===== src/rtl/swc_pkg.sv =====
package swc_pkg;
  typedef enum logic [1:0] {ST_OFF = 2'd0, ST_ON = 2'd1, ST_GAP = 2'd2} swc_state_e;

  // strobes from control to datapath
  typedef struct packed {
    logic chanLoad;  // copy the current target into the channel register
    logic drive;     // drive the decoded channel onto the switch controls
  } swc_strobe_t;

  // status from datapath to control
  typedef struct packed {
    logic tgtEn;       // held enable
    logic tgtDiffers;  // held target differs from the channel register
  } swc_status_t;
endpackage


===== src/rtl/swc_datapath.sv =====
module swc_datapath
  import swc_pkg::*;
#(
  parameter int NUM_CH = 16,
  localparam int CH_W = $clog2(NUM_CH),
  localparam int PAIRS = NUM_CH / 2
) (
  input  logic              clk,
  input  logic              clrN,
  input  logic [CH_W-1:0]   addrIn,
  input  logic              enIn,
  input  logic              wrN,
  input  logic              diffMode,
  input  swc_strobe_t       strobe,
  output swc_status_t       status,
  output logic [NUM_CH-1:0] swOn
);
  logic [CH_W-1:0] latAddr;
  logic            latEn;
  logic [CH_W-1:0] chanReg;
  logic [CH_W-1:0] tgtCh;

  // holding registers: open while the strobe is low, clear wins
  always_ff @(posedge clk) begin
    if (!clrN) begin
      latAddr <= '0;
      latEn   <= 1'b0;
    end else if (!wrN) begin
      latAddr <= addrIn;
      latEn   <= enIn;
    end
  end

  // in differential mode the top address bit is dropped
  always_comb begin
    tgtCh = latAddr;
    if (diffMode) tgtCh[CH_W-1] = 1'b0;
  end

  always_ff @(posedge clk) begin
    if (!clrN) chanReg <= '0;
    else if (strobe.chanLoad) chanReg <= tgtCh;
  end

  assign status.tgtEn      = latEn;
  assign status.tgtDiffers = (tgtCh != chanReg);

  // decode: one switch per bit, or a pair (k, k+PAIRS) in differential mode
  for (genvar i = 0; i < NUM_CH; i++) begin : g_dec
    localparam int PAIR_IDX = i % PAIRS;
    assign swOn[i] = strobe.drive &&
                     (diffMode ? (chanReg[CH_W-2:0] == (CH_W-1)'(PAIR_IDX))
                               : (chanReg == CH_W'(i)));
  end

  // with the strobe high the held values do not move
  p_hold_r2: assert property (@(posedge clk) disable iff (!clrN)
    wrN |=> ($stable(latAddr) && $stable(latEn)));

  // first cycle after clear release sees empty holding registers
  p_clear_r3: assert property (@(posedge clk) disable iff (!clrN)
    $rose(clrN) |-> (!latEn && latAddr == '0));
endmodule


===== src/rtl/swc_ctrl.sv =====
module swc_ctrl
  import swc_pkg::*;
#(
  parameter int BBM_CYCLES = 2,
  localparam int CNT_W = $clog2(BBM_CYCLES + 1)
) (
  input  logic        clk,
  input  logic        clrN,
  input  swc_status_t status,
  output swc_strobe_t strobe
);
  swc_state_e state, stateNxt;
  logic [CNT_W-1:0] gapCnt, gapCntNxt;

  always_comb begin
    stateNxt        = state;
    gapCntNxt       = gapCnt;
    strobe.chanLoad = 1'b0;
    unique case (state)
      ST_OFF: if (status.tgtEn) begin
        strobe.chanLoad = 1'b1;
        stateNxt        = ST_ON;
      end
      ST_ON: if (!status.tgtEn) begin
        stateNxt = ST_OFF;
      end else if (status.tgtDiffers) begin
        strobe.chanLoad = 1'b1;
        gapCntNxt       = CNT_W'(BBM_CYCLES - 1);
        stateNxt        = ST_GAP;
      end
      ST_GAP: if (!status.tgtEn) begin
        stateNxt = ST_OFF;
      end else if (status.tgtDiffers) begin
        strobe.chanLoad = 1'b1;
        gapCntNxt       = CNT_W'(BBM_CYCLES - 1);
      end else if (gapCnt == '0) begin
        stateNxt = ST_ON;
      end else begin
        gapCntNxt = gapCnt - 1'b1;
      end
      default: stateNxt = ST_OFF;
    endcase
  end

  always_ff @(posedge clk) begin
    if (!clrN) begin
      state  <= ST_OFF;
      gapCnt <= '0;
    end else begin
      state  <= stateNxt;
      gapCnt <= gapCntNxt;
    end
  end

  assign strobe.drive = (state == ST_ON);

  // leaving a driven channel for another always enters an undriven gap
  p_gap_entry_r6: assert property (@(posedge clk) disable iff (!clrN)
    (strobe.drive && strobe.chanLoad) |=> !strobe.drive);

  // the gap counter stays within its window
  p_gap_bound_r7: assert property (@(posedge clk) disable iff (!clrN)
    (state == ST_GAP) |-> (gapCnt < CNT_W'(BBM_CYCLES)));
endmodule


===== src/rtl/mux_switch_ctrl.sv =====
module mux_switch_ctrl
  import swc_pkg::*;
#(
  parameter int NUM_CH = 16,
  parameter int BBM_CYCLES = 2,
  localparam int CH_W = $clog2(NUM_CH)
) (
  input  logic              clk,
  input  logic              clrN,
  input  logic [CH_W-1:0]   addrIn,
  input  logic              enIn,
  input  logic              wrN,
  input  logic              diffMode,
  output logic [NUM_CH-1:0] swOn
);
  swc_strobe_t strobe;
  swc_status_t status;

  swc_datapath #(.NUM_CH(NUM_CH)) datapath_i (
    .clk(clk), .clrN(clrN), .addrIn(addrIn), .enIn(enIn), .wrN(wrN),
    .diffMode(diffMode), .strobe(strobe), .status(status), .swOn(swOn)
  );

  swc_ctrl #(.BBM_CYCLES(BBM_CYCLES)) ctrl_i (
    .clk(clk), .clrN(clrN), .status(status), .strobe(strobe)
  );

  // never more than one channel (or one pair) on
  p_onehot_r9: assert property (@(posedge clk) disable iff (!clrN)
    $countones(swOn) <= (diffMode ? 2 : 1));

  // a driven pattern never turns straight into a different driven pattern
  p_no_jump_r6: assert property (@(posedge clk) disable iff (!clrN)
    ((swOn != '0) && ($past(swOn) != '0)) |-> (swOn == $past(swOn)));

  // a cleared held enable drops every control one edge later
  p_off_r8: assert property (@(posedge clk) disable iff (!clrN)
    !status.tgtEn |=> (swOn == '0));
endmodule


===== config.mk =====
export PLATFORM = sky130hd
export DESIGN_NAME = mux_switch_ctrl
export DESIGN_NICKNAME = d
export VERILOG_FILES = /design/src/rtl/swc_pkg.sv /design/src/rtl/swc_datapath.sv /design/src/rtl/swc_ctrl.sv /design/src/rtl/mux_switch_ctrl.sv
export SDC_FILE = /design/constraint.sdc
export NUM_CORES = 1
export LEC_CHECK = 0
export BUFFER_PORTS_ARGS = -buffer_cell sky130_fd_sc_hd__buf_2
export CAP_MARGIN = 20
export CORE_UTILIZATION = 47
export CTS_BUF_LIST = sky130_fd_sc_hd__clkbuf_16
export DETAILED_ROUTE_END_ITERATION = 8
export PLACE_DENSITY = 0.73
export SKIP_LAST_GASP = 1
export SLEW_MARGIN = 20
export SYNTH_ARGS = -nofsm -noshare
export SYNTH_HDL_FRONTEND = slang
export SYNTH_SLANG_ARGS = --single-unit

===== constraint.sdc =====
create_clock -name clk -period 2 [get_ports clk]
set_input_delay 0.3 -clock clk [delete_from_list [all_inputs] [get_ports clk]]
set_output_delay 0.3 -clock clk [all_outputs]
set_load 0.02 [all_outputs]

# Word-level counts from Yosys, hierarchy flattened
# Index checks and enable logic that the tools add are counted.
[classes]
mux = 34
n_addsub = 1
eq_ne = 33
reduce_logical = 24
[op_table]
columns = ["cell", "n"]
rows = [
  ["$eq 4x4->1 const B", 8],
  ["$mux 2", 11],
  ["$mux 1", 20],
  ["$eq 4x3->1 const B", 4],
  ["$logic_and 1x1->1", 16],
  ["$eq 3x3->1 const B", 4],
  ["$ne 3x2->1 const B", 3],
  ["$eq 4x2->1 const B", 2],
  ["$eq 3x2->1 const B", 2],
  ["$ne 2x2->1 const B", 3],
  ["$pmux 2 s3", 1],
  ["$reduce_and 5->1", 1],
  ["$eq 4x1->1 const B", 1],
  ["$logic_not 2->1", 2],
  ["$logic_not 4->1", 1],
  ["$ne 4x4->1", 1],
  ["$pmux 2 s2", 1],
  ["$reduce_and 4->1", 1],
  ["$eq 3x1->1 const B", 1],
  ["$logic_not 3->1", 1],
  ["$ne 3x3->1 const B", 1],
  ["$eq 2x1->1 const B", 1],
  ["$eq 2x2->1 const B", 1],
  ["$ne 2x1->1 const B", 1],
  ["other kinds (4)", 4],
]
[word_totals]
elab_cells = 97
register_bits = 13
in_bits = 9

# Longest topological paths before layout
# Gate-level depths: netlist of the first run.
[logic_depth]
ltp_word = 5
depth_mapped = 7
depth_no_buf = 7

# Modules after synthesis
# From an unflattened synthesis of the first run, not the netlist that was laid out.
[hier_totals]
cells_unflattened = 100
hier_area_um2 = 863.3
[modules_own_cells]
columns = ["module", "area_each_um2", "instances", "seq_area_each_um2", "cells_each"]
rows = [
  ["swc_datapath", 538.0, 1, 180.2, 63],
  ["swc_ctrl", 325.3, 1, 80.1, 37],
]

# Least setup slack after synthesis of the first run
# Ideal clock, no wire load.
[synth_timing]
path_kind = "register to output"
startpoint = "reg ctrl_i.state[1]"
endpoint = "out swOn[0]"
setup_slack_ns = 0.255
required_time_ns = 1.700
arrival_time_ns = 1.445
path_stages_with_launch = 5
cell_sequence = "dfxtp_1 -> inv_1 -> ha_1 -> o21ai_0 -> nor4_1"
[synth_via]
elab_chain_cells = 2
[synth_lines]
columns = ["element", "line_no", "source"]
rows = [
  ["from (decl)", "swc_ctrl.sv:12", "swc_state_e state, stateNxt;"],
  ["from (signal assigned)", "swc_ctrl.sv:50", "state <= stateNxt;"],
  ["$eq 2x1->1", "swc_ctrl.sv:55", "assign strobe.drive = (state == ST_ON);"],
  ["$logic_and 1x1->1", "swc_datapath.sv:51", "assign swOn[i] = strobe.drive &&"],
  ["to (decl)", "mux_switch_ctrl.sv:14", "output logic [NUM_CH-1:0] swOn"],
]
# No other way between the ends.

# Final worst setup path of the first run
# Same ends and word-level chain as after synthesis.

==> results of run 1 <==
==> routing by layer <==
metal	up-vias	global-route usage, %
met3	5	4.800
li1	417	-
met2	30	33.04
met5	-	0
met1	359	22.55
met4	0	12.73
==> cells in the final DEF, fill, tap and decap left out, types with 2 or more instances in the layout <==
cell / netlist / final
mux2i_1: 9 / 9
nor4_1: 2 / 2
nor2_1: 9 / 9
nor2b_1: 8 / 8
o31ai_1: 2 / 2
o21a_1: 2 / 2
ha_1: 5 / 5
o21ai_0: 5 / 4
a21oi_1: 2 / 2
clkbuf_16: 0 / 3
inv_1: 5 / 6
nand2_1: 13 / 13
nand2b_1: 2 / 2
nor3b_1: 2 / 2
nor3_1: 8 / 8
dfxtp_1: 13 / 13
xnor2_2: 2 / 2
nand3_1: 3 / 3
buf_2: 0 / 24
xnor2_1: 2 / 2
==> where the power goes <==
part	total, mW	switching, mW	internal [mW]
Combinational	0.209	0.117	0.0919
Clock	0.372	0.108	0.263
Sequential	0.298	0.0211	0.277
==> worst max-delay path by stage <==
stage                                         endpoint  slack (ps)
after detailed placement                       swOn[0]         350
after global placement    ctrl_i.state[1]$_SDFFE_PN0P_         430
final                                          swOn[0]         150
after floorplan                                swOn[0]         260
after global routing                           swOn[8]           9
after CTS                                      swOn[0]          80
==> cells by family (layout without fill, tap and decap cells) <==
logic type | after synthesis | after routing | synth area share (%)
DFF | 13 | 13 | 29.50
adders and majority gates | 5 | 5 | 7.092
and+or+nand+nor | 51 | 51 | 29.65
AOI/OAI and AO/OA | 15 | 15 | 11.49
buffers and inverters | 12 | 35 | 6.383
muxes | 9 | 9 | 10.21
xor gates and xnor gates | 4 | 4 | 5.674
==> through the flow <==
step | util, % | power [mW] | cells | cell area (sq um)
finish | 62.22 | 0.8791 | 157 | 1086
global route | 62.22 | 0.9216 | 157 | 1086
CTS | 62.22 | 0.8861 | 157 | 1086
detailed placement | 57.71 | 0.5103 | 153 | 1007
global placement | 57.71 | 0.5033 | 153 | 1007
floorplan | - | 0.4611 | 109 | 882.1
==> worst reg2reg max path, delay by kind of cell (launching register included) <==
kind | cells | cell delay (ps)
flops | 1 | 570
compound gates | 2 | 600
simple gates | 1 | 120
xor+xnor | 1 | 180
==> sequential cells by signal, indices dropped and copies added, names as in the netlist <==
register and count:
datapath_i.latAddr 4, datapath_i.latEn 1, ctrl_i.state 2, ctrl_i.gapCnt 2, datapath_i.chanReg 4
==> area by class of cell <==
| cell class | count | area share [%] |
|---|---|---|
| Tap cell | 25 | 2.880 |
| Inverter | 6 | 2.074 |
| Clock inverter | 1 | 0.3456 |
| Sequential cell | 13 | 23.96 |
| Timing Repair Buffer | 25 | 11.75 |
| Clock buffer | 3 | 6.912 |
| Multi-Input combinational cell | 84 | 52.07 |
==> impl_metrics.ini, run 1 <==
[outcome]
status = finished, final reports clean

[clock_network]
clk_pin_slew_worst_paths_ps = 40
hold_buffers = 0
cts_resized = 0
cts_num_sinks = 13
clock_path_buffers = 2
cts_tree = yes
cts_root_buf = clkbuf_16
cts_buffers = 3
insertion_delay_ps = 240
h-tree-depth = 1
post_cts_buffers = 0

[setup_path]
cp_cell_sequence = inv_1 -> ha_1 -> o21ai_1 -> nor4_1 -> buf_2
required_ps = 1700
critical_path.slowest_cell = dfxtp_1
cp.buffers_inverters = 2
cp_data_arrival_time_ps = 1550
cp-startpoint = ctrl_i.state[1]$_SDFFE_PN0P_
criticalPathCategory = reg -> out
startpoint_type = flop
cp.depth = 5
rr_worst_depth = 4
rr_endpoint = datapath_i.chanReg[1]$_SDFFE_PN0P_
cp_max_fo = 8
cp-end-kind = output port
slowest_delay_ps = 330
crit_family = flip-flops
r2r_slack_ps = 390
rr_startpoint = datapath_i.chanReg[1]$_SDFFE_PN0P_

[placement]
dp_hpwl_mm = 1.352
post-place-ws_ps = 349.3
io_buffers = 24
gp_congestion = 0.7782

[die]
die_h_um = 45.32
die_area_sq_mm = 0.002054
io_pins = 25
initial_utilization_pct = 50.54
rows = 15
chipWidth_um = 45.32
core_sq_mm = 0.001745

[drt]
first_iter_violations = 14
wl_met2_um = 815
viasPerCell = 5.166
wl_mm = 1.774
drc = 0
first_pass_iters = 4
vias = 811
final_antenna_net_count = 0
routed.top_layer = met4
wl_met3_um = 72
wl_met1_um = 838
avgRoutedWirePerCell_um = 11.30

[min_path]
hp-class = in -> reg
worstHoldStart = addrIn[0]
hold-path-cell-count = 3
min_to = datapath_i.latAddr[0]$_SDFFE_PN0N_

[synth]
synthCells = 109
yosysSeqAreaShare_pct = 29.50
synth.distinct_cells = 31
synth_nets = 123
synth_common_cells = 13 x dfxtp_1, 13 x nand2_1, 9 x mux2i_1, 9 x nor2_1
yosysTopAreaCell = dfxtp_1
synth_top_cell_area_share_pct = 29.50
ys_warn_count = 0
synth_edf_count = 0
synthTopCellsByArea = dfxtp_1 30%, mux2i_1 10%, ha_1 7.1%, nor2b_1 5.7%, nand2_1 5.5%
synth_flop_cell = dfxtp_1
syn_area_sq_um = 882.1
syn_area_per_cell_sq_um = 8.093
ys_ff_latch = 13
async_reset_ff_share_pct = 0

[job]
cap_violations = 0

[pwr]
power.leakage_nw = 0.4694
power.density_mw_per_mm2 = 809.5
ir_drop_v = 0.0005707

[timing]
tightest_slew_ps = 443.5
setup_viol = 0
setup_ws_ps = 150.4
finalCriticalPeriod_ps = 1850
slew_violations = 0
finalClockSkew_ps = 0.7390
slew_headroom_pct = 70.18
hold_violations = 0
hold_ws_ps = 314.3
finalCritPeriodShare_pct = 92.48
max_freq_ghz = 0.5406
tns_ps = 0
rsz0062_at_grt = no

[global_route]
grt_max_degree = 18
antenna_found_initial = 0
grt_pass1_wl_mm = 2.856
overflow = 0
grt_use_total_pct = 19.87
grt_pass1_vias = 668

[cells_and_area]
drive_above_1_share_pct = 26.52
multiInputGateArea_sq_um = 565.5
antenna_cells = 0
syn2layout_area_growth_pct = 23.12
final_nets = 147
final-seq-area_sq_um = 260.3
nFillCells = 154
No activity file was read; power rests on OpenSTA's default activity.
==> run 2, diff against run 1 <==
CORE_MARGIN = 2   (was unset)
==> run 2 against run 1 <==
  * Count of clock-buffer cells in the layout did not move
  * Sequential share of layout area is the same
  * Routed wire length is 7.0% lower
  * First-iteration DRC count decreased by 79%
  * Register-to-register slack worse by 50 ps
  * Critical endpoint unchanged
  * Setup slack worse by 24 ps
  * Die area up 9.0%
  * Critical path type unchanged
==> impl_metrics.ini, run 2 (synthesized netlist as in run 1, its figures left out) <==
[clock_network]
h-tree-depth = 1
cts_buffers = 3
clk_pin_slew_worst_paths_ps = 40
insertion_delay_ps = 240
hold_buffers = 0
clock_path_buffers = 2
post_cts_buffers = 0
cts_resized = 0
cts_tree = yes
cts_root_buf = clkbuf_16
cts_num_sinks = 13

[setup_path]
criticalPathCategory = reg -> out
cp-startpoint = ctrl_i.state[1]$_SDFFE_PN0P_
cp_cell_sequence = inv_1 -> ha_1 -> o21ai_0 -> nor4_1 -> buf_2
startpoint_type = flop
cp-end-kind = output port
critical_path.slowest_cell = dfxtp_1
required_ps = 1700
slowest_delay_ps = 330
crit_family = flip-flops
cp_max_fo = 8
cp_data_arrival_time_ps = 1570
cp.buffers_inverters = 2
rr_startpoint = datapath_i.chanReg[1]$_SDFFE_PN0P_

[job]
cap_violations = 0

[placement]
post-place-ws_ps = 327.6
dp_hpwl_mm = 1.268
gp_congestion = 0.7562
io_buffers = 24

[timing]
rsz0062_at_grt = no
setup_viol = 0
finalCriticalPeriod_ps = 1874
tightest_slew_ps = 454.8
finalCritPeriodShare_pct = 93.70
hold_violations = 0
max_freq_ghz = 0.5336
slew_headroom_pct = 69.42
slew_violations = 0
setup_ws_ps = 125.9
finalClockSkew_ps = 2.003
tns_ps = 0

[die]
die_h_um = 47.32
chipWidth_um = 47.32
rows = 15
io_pins = 25
core_sq_mm = 0.001745
die_area_sq_mm = 0.002239
initial_utilization_pct = 50.54

[cells_and_area]
antenna_cells = 0
syn2layout_area_growth_pct = 23.12
postLayoutCoreUtil_pct = 62.22
mostFrequentLayoutCells = 24 x buf_2, 13 x nand2_1, 13 x dfxtp_1
drive_above_1_share_pct = 26.52
layout_commonest_cell = buf_2
final_nets = 147
top_regs = datapath_i.chanReg: 4 flops, datapath_i.latAddr: 4 flops

[drt]
final_antenna_net_count = 0
avgRoutedWirePerCell_um = 10.50
drc = 0
first_iter_violations = 3
vias = 774
viasPerCell = 4.930
wl_mm = 1.649
first_pass_iters = 4

[global_route]
grt_pass1_vias = 608
grt_pass1_wl_mm = 2.656
overflow = 0
grt_use_total_pct = 16.93
antenna_found_initial = 0
grt_max_degree = 18

[pwr]
power.density_mw_per_mm2 = 802.2
p_total_uw = 871.2
ir_drop_v = 0.0005615
power.leakage_nw = 0.4694

[min_path]
worstHoldStart = addrIn[0]
hp-class = in -> reg

[outcome]
status = finished, final reports clean
==> run 2: changes by cell type in the layout (fill, tap and decap cells not counted) <==
cell / delta
o21ai_0: +1
o21ai_1: -1
==> run 2: worst register-to-register path, cell delays in order (launching register included) <==
cell and delay [ps]:
dfxtp_1 570, xnor2_1 190, nand3_2 130, o31ai_1 450
nand3_1 150, o21ai_0 100
==> run 2: layer usage <==
metal	vias up	track usage [%]	routed length, um
li1	427	-	-
met1	319	22.22	845
met2	24	26.22	674
met3	4	4.615	102
met4	0	6.667	27
met5	-	0	0
==> run 2: area by class of cell <==
cell class / count / area, sq um
inverter: 6 / 22.52
clock inverter: 1 / 3.754
fill: 168 / 659.4
clock buffer: 3 / 75.07
multi-input combinational: 84 / 565.5
timing repair buffer: 25 / 127.6
tap: 25 / 31.28
sequential: 13 / 260.3
==> run 2: final timing paths <==
| kind | endpoint | slack (ps) | cells past startpoint |
|---|---|---|---|
| min | datapath_i.latAddr[0]$_SDFFE_PN0N_ | 320 | 3 |
| max | swOn[0] | 130 | 5 |
| max reg2reg | datapath_i.chanReg[1]$_SDFFE_PN0P_ | 340 | 5 |
| min reg2reg | datapath_i.chanReg[1]$_SDFFE_PN0P_ | 490 | 2 |
==> run 2: where the power goes <==
part	leakage (nW)	switching, mW	internal, mW
combinational	0.321	0.117	0.0911
sequential	0.106	0.0204	0.277
clock	0.0423	0.103	0.263
==> run 2: stage by stage <==
step | cells | area [sq um] | hold slack (ps)
floorplan | 109 | 882.1 | 462.1
global placement | 153 | 1007 | 486.1
detailed placement | 153 | 1007 | 487.8
CTS | 157 | 1086 | 318.5
global route | 157 | 1086 | 371.9
finish | 157 | 1086 | 318.5
==> run 3, diff against run 2 <==
REMOVE_ABC_BUFFERS = 1   (was unset)
SKIP_LAST_GASP = unset   (was 1)
==> run 3 against run 2 <==
  * Global-route usage up 1.0 points
  * Clock skew is 4.0 ps higher
  * Count of clock-buffer cells in the layout stayed put
  * Fmax shrank 1.7%
  * Critical path depth decreased by 1
  * Sequential share of layout area about the same
==> impl_metrics.ini, run 3 (synthesized netlist as in run 1, its figures left out) <==
[cells_and_area]
syn2layout_area_growth_pct = 23.26
layout_commonest_cell = buf_2
multiInputGateArea_sq_um = 565.5
top_regs = datapath_i.chanReg: 4 flops, datapath_i.latAddr: 4 flops
antenna_cells = 0
final-seq-area_sq_um = 260.3
mostFrequentLayoutCells = 24 x buf_2, 13 x nand2_1, 13 x dfxtp_1
nFillCells = 153
drive_above_1_share_pct = 27.27
final_nets = 147

[drt]
first_iter_violations = 8
routed.top_layer = met4
avgRoutedWirePerCell_um = 11.17
final_antenna_net_count = 0
first_pass_iters = 4
wl_mm = 1.754
wl_met3_um = 91
viasPerCell = 5.038
wl_met2_um = 788
drc = 0
wl_met1_um = 841
vias = 791

[timing]
hold_violations = 0
slew_violations = 0
tightest_slew_ps = 415.7
max_freq_ghz = 0.5247
finalCritPeriodShare_pct = 95.28
setup_ws_ps = 94.32
setup_viol = 0
finalCriticalPeriod_ps = 1906
tns_ps = 0
slew_headroom_pct = 72.05
rsz0062_at_grt = no
finalClockSkew_ps = 6.051

[die]
core_sq_mm = 0.001745
die_area_sq_mm = 0.002239
chipWidth_um = 47.32
rows = 15
io_pins = 25
die_h_um = 47.32
initial_utilization_pct = 50.54

[pwr]
ir_drop_v = 0.0005277
p_total_uw = 887.2
power.leakage_nw = 0.4680
power.density_mw_per_mm2 = 816.0

[min_path]
hp-class = in -> reg

[global_route]
grt_use_total_pct = 17.95
antenna_found_initial = 0
grt_pass1_vias = 668
grt_pass1_wl_mm = 2.766
overflow = 0
grt_max_degree = 18

[setup_path]
required_ps = 1700
cp_data_arrival_time_ps = 1610
criticalPathCategory = reg -> out
startpoint_type = flop
cp_max_fo = 8
cp-end-kind = output port

[clock_network]
clk_pin_slew_worst_paths_ps = 50
insertion_delay_ps = 240
cts_tree = yes
clock_path_buffers = 2
cts_root_buf = clkbuf_16
post_cts_buffers = 0
cts_num_sinks = 13
hold_buffers = 0
cts_buffers = 3
h-tree-depth = 1
cts_resized = 0

[placement]
gp_congestion = 0.7658
dp_hpwl_mm = 1.322
io_buffers = 24
post-place-ws_ps = 392.1

[outcome]
status = finished, final reports clean

[job]
cap_violations = 0
[run 3: cell type report]
cell class	instances	share of cell area, %
multi-input cells	84	52.01
flip-flops and latches	13	23.94
repair buffers	25	11.74
clock buffers	3	6.905
well taps	25	2.877
inverters	6	2.071
clock inverters	1	0.4603
[run 3: routing by layer]
metal / GRT usage (%) / vias up
met4: 10.00 / 0
met5: 0 / -
met3: 3.462 / 5
met2: 30.54 / 25
met1: 20.88 / 342
li1: - / 419
[run 3: final timing paths]
| path | from | to | slack, ps | depth (start not counted) |
|---|---|---|---|---|
| setup / recovery | ctrl_i.state[0]$_SDFFE_PN0P_ | swOn[2] | 90 | 4 |
| hold / removal | addrIn[0] | datapath_i.latAddr[0]$_SDFFE_PN0N_ | 310 | 3 |
| setup reg to reg | datapath_i.chanReg[1]$_SDFFE_PN0P_ | datapath_i.chanReg[1]$_SDFFE_PN0P_ | 400 | 4 |
| hold reg to reg | ctrl_i.state[1]$_SDFFE_PN0P_ | ctrl_i.state[1]$_SDFFE_PN0P_ | 510 | 2 |
[run 3: per-stage QoR]
step | hold slack [ps] | std cells | utilization [%] | area (sq um)
final | 306.8 | 157 | 62.29 | 1087
after global routing | 347.9 | 157 | 62.29 | 1087
after CTS | 309.7 | 157 | 62.29 | 1087
after detailed placement | 495.2 | 153 | 57.71 | 1007
after global placement | 485.4 | 153 | 57.71 | 1007
after floorplan | 428.2 | 103 | - | 848.3
[run 3: worst max-delay path, cell delays in order (launching register included)]
cell and delay, ps:
dfxtp_1 390, ha_1 320, o21ai_0 220, nor3_1 230, buf_2 200
[run 3: power breakdown]
group	internal [mW]	total [mW]	switching, mW
clock network	0.266	0.379	0.113
logic	0.0917	0.210	0.118
registers	0.277	0.299	0.0222
